==> src/rtl/rsb_unit.sv <==
module rsb_unit #(
  parameter int W = 8
) (
  input  logic [W-1:0]         operand_i,
  input  logic                 carry_i,
  input  logic [3:0]           op_i,
  input  logic [$clog2(W)-1:0] bit_sel_i,
  input  logic [7:0]           flags_i,
  output logic [W-1:0]         result_o,
  output logic [7:0]           flags_o
);
  localparam logic [3:0] OP_BIT = 4'd12;

  logic [2:0]   kind;
  logic [W-1:0] sh;
  logic         out_bit;
  logic         tbit;
  logic         is_ext, is_fast, is_bit;

  assign is_ext  = (op_i[3] == 1'b0);
  assign is_fast = (op_i[3:2] == 2'b10);
  assign is_bit  = (op_i == OP_BIT);
  assign kind    = is_ext ? op_i[2:0] : {1'b0, op_i[1:0]};
  assign tbit    = operand_i[bit_sel_i];

  always_comb begin
    out_bit = kind[0] ? operand_i[0] : operand_i[W-1];
    case (kind)
      3'd0:    sh = {operand_i[W-2:0], operand_i[W-1]};
      3'd1:    sh = {operand_i[0], operand_i[W-1:1]};
      3'd2:    sh = {operand_i[W-2:0], carry_i};
      3'd3:    sh = {carry_i, operand_i[W-1:1]};
      3'd4:    sh = {operand_i[W-2:0], 1'b0};
      3'd5:    sh = {operand_i[W-1], operand_i[W-1:1]};
      3'd6:    sh = {operand_i[W-2:0], 1'b1};
      default: sh = {1'b0, operand_i[W-1:1]};
    endcase
  end

  always_comb begin
    result_o = operand_i;
    flags_o  = flags_i;
    if (is_ext) begin
      result_o = sh;
      flags_o  = {sh[W-1], (sh == '0), sh[5], 1'b0, sh[3], ~^sh, 1'b0, out_bit};
    end else if (is_fast) begin
      result_o = sh;
      flags_o  = {flags_i[7], flags_i[6], sh[5], 1'b0, sh[3], flags_i[2], 1'b0, out_bit};
    end else if (is_bit) begin
      flags_o = {tbit & (bit_sel_i == 7), ~tbit, tbit & (bit_sel_i == 5), 1'b1,
                 tbit & (bit_sel_i == 3), ~tbit, 1'b0, flags_i[0]};
    end
  end
endmodule

==> config.mk <==
export PLATFORM = sky130hd
export DESIGN_NAME = rsb_unit
export DESIGN_NICKNAME = d
export VERILOG_FILES = /design/src/rtl/rsb_unit.sv
export SDC_FILE = /design/constraint.sdc
export NUM_CORES = 1
export LEC_CHECK = 0
export ABC_AREA = 1
export BUFFER_PORTS_ARGS = -buffer_cell sky130_fd_sc_hd__buf_4
export CAP_MARGIN = 20
export CORE_MARGIN = 2
export CORE_UTILIZATION = 40
export DETAILED_ROUTE_END_ITERATION = 16
export PLACE_DENSITY = 0.76
export SLEW_MARGIN = 20
export SYNTH_ARGS = -nofsm -noshare
export SYNTH_HDL_FRONTEND = slang
export SYNTH_SLANG_ARGS = --single-unit
==> constraint.sdc <==
create_clock -name vclk -period 2.75
set_input_delay 0.1375 -clock vclk [all_inputs]
set_output_delay 0.1375 -clock vclk [all_outputs]
set_load 0.01 [all_outputs]
==> impl_metrics.csv <==
group,metric,value,unit
timing,relSlewSlack,68.5,%
floorplanning,initial_core_util,42.1,%
global_route,grt_max_degree,19,
run_status,status,"completed",
worst_setup_path,cp_top_family,"buffers and inverters",
timing,timing.final.hold_violations,0,
floorplanning,dieArea,0.00190,mm²
placed_design,port_buffers,40,
final_layout,antenna_cells,0,
floorplanning,fp-row-count,14,
final_layout,drive_gt1_share,29.6,%
worst_setup_path,startpoint,"op_i[3]",
worst_setup_path,worstPathArrival,1.77,ns
power_and_ir_drop,ir_drop,0.118,mV
final_layout,final_cell_mix,"nand2_1 (50), buf_4 (40), inv_1 (21)",
global_route,antenna_found_initial,0,
routing,drt_pass1_iterations,4,
final_layout,nFlopsAndLatches,0,
timing,period_minus_slack,1.91,ns
timing,max_freq,524,MHz
clocking,postCtsSetupRepairBufs,0,
hold_path,min_from,"flags_i[4]",
final_layout,layout_commonest_cell,"nand2_1",
floorplanning,die_x,43.6,µm
global_route,grt_use_total,19.3,%
logic_synthesis,synthTopCellsByArea,"nand2_1 (30%), inv_1 (13%), o21ai_0 (8.8%)",
worst_setup_path,critPathKind,"primary input to primary output",
timing,worst_slack,0.840,ns
final_layout,clkbuf_count,0,
placed_design,dp.cells,178,
logic_synthesis,yosysWarnings,0,
worst_setup_path,end_kind,"primary output",
logic_synthesis,synth_area,627,µm²
routing,drc,0,
power_and_ir_drop,p_per_area,205,mW/mm²
worst_setup_path,critPathSlowestCell,"ha_1",
clocking,ctsHoldBuffers,0,
timing,worstMarginPinSlew,0.472,ns
routing,drt-wirelength-per-cell,10.6,µm
timing,finalCritPeriodShare,69.5,%
logic_synthesis,synth_area_leader_cell,"nand2_1",
worst_setup_path,slowest_delay,0.28,ns
final_layout,areaGrowthSynthToFinish,47.7,%
hold_path,holdCritPathClass,"primary input to primary output",
floorplanning,core-area,0.00149,mm²
worst_setup_path,path_cells,"buf_4, inv_1, nand2_1, inv_1, nand4_2, o211ai_1, inv_1, ha_1, xnor2_1, xnor2_1, nand2_1, nand2_1, buf_4",
worst_setup_path,start_kind,"primary input",
routing,drtIter0Drc,12,
global_route,grt_overflow,0,
job,max_cap_viol_count,0,
power_and_ir_drop,p_leak,0.548,nW
routing,num_vias,897,
routing,antenna_left,0,
logic_synthesis,synth.distinct_cells,21,
floorplanning,pin_count,40,
logic_synthesis,synth_top_area_share,29.9,%
timing,finalSetupTns,0,ns
timing,maxSlewViolCount,0,
worst_setup_path,crit_required,2.61,ns
placed_design,hpwl,1620,µm
placed_design,gp_congestion,0.816,
timing,setup_violations,0,
logic_synthesis,synth_area_per_cell,5.01,µm²
global_route,grt_pass1_vias,757,
final_layout,layout.nets,192,
worst_setup_path,worstPathMaxFanout,5,
clocking,cts_resized,0,
final_layout,seq_area,0,µm²
final_layout,post-route-util,62.2,%
worst_setup_path,crit_buf_inv,5,
logic_synthesis,syn_inst,125,
placed_design,post-place-ws,0.853,ns
logic_synthesis,synth_nets,153,
global_route,grt_pass1_wl,2970,µm
routing,totalWireLength,1880,µm
routing,vias_per_cell,5.04,
timing,grt_setup_unrepaired,"no",
floorplanning,die_h,43.6,µm
logic_synthesis,yosysSeqAreaShare,0,%
final_layout,final_cells,178,
## path summary, 6_finish.rpt
path,end,slack [ns],depth (start not counted)
hold / removal,flags_o[4],0.55,4
setup / recovery,flags_o[2],0.84,13
## cell type report
class / count / area [µm²]
multi-input cells: 98 / 515
inverters: 24 / 90.1
repair buffers: 40 / 300
well taps: 16 / 20.0
fillers: 165 / 563
## stage by stage
step / instance area [µm²] / power [mW] / hold WS [ns]
after floorplan: 627 / 0.107 / 0.372
after global placement: 926 / 0.189 / 0.550
after detailed placement: 926 / 0.190 / 0.552
after CTS: 926 / 0.191 / 0.552
after global routing: 926 / 0.211 / 0.583
final: 926 / 0.190 / 0.550
## cells in the mapped netlist, types with 2 or more instances
master / instances
inv_2: 2
nand3_1: 10
buf_2: 2
ha_1: 4
nor2_4: 2
o211ai_1: 4
inv_1: 21
o21ai_0: 11
a21oi_1: 2
nand2_1: 50
nor2_1: 3
nand3_2: 2
o21ai_1: 2
xnor2_1: 3
## cell families after synthesis
group | synth area share, %
buffers and inverters | 17.8
AO/OA/AOI/OAI | 20.6
AND/OR/NAND/NOR | 49.5
XOR/XNOR | 4.19
adder cells (fa/ha/maj) | 7.98
## per-layer routing
| layer | track usage, % | vias up | wire length (µm) |
|---|---|---|---|
| met3 | 1.67 | 0 | 143 |
| li1 | - | 474 | - |
| met5 | 0 | - | 0 |
| met1 | 25.5 | 383 | 872 |
| met2 | 35.9 | 40 | 862 |
| met4 | 0 | 0 | 0 |
## power by group
group	total (mW)	leakage [nW]	switching, mW	internal, mW
Combinational	0.190	0.548	0.0963	0.0934
Sequential	0	0	0	0
Clock	0	0	0	0
Power figures use the tool's default switching activity.
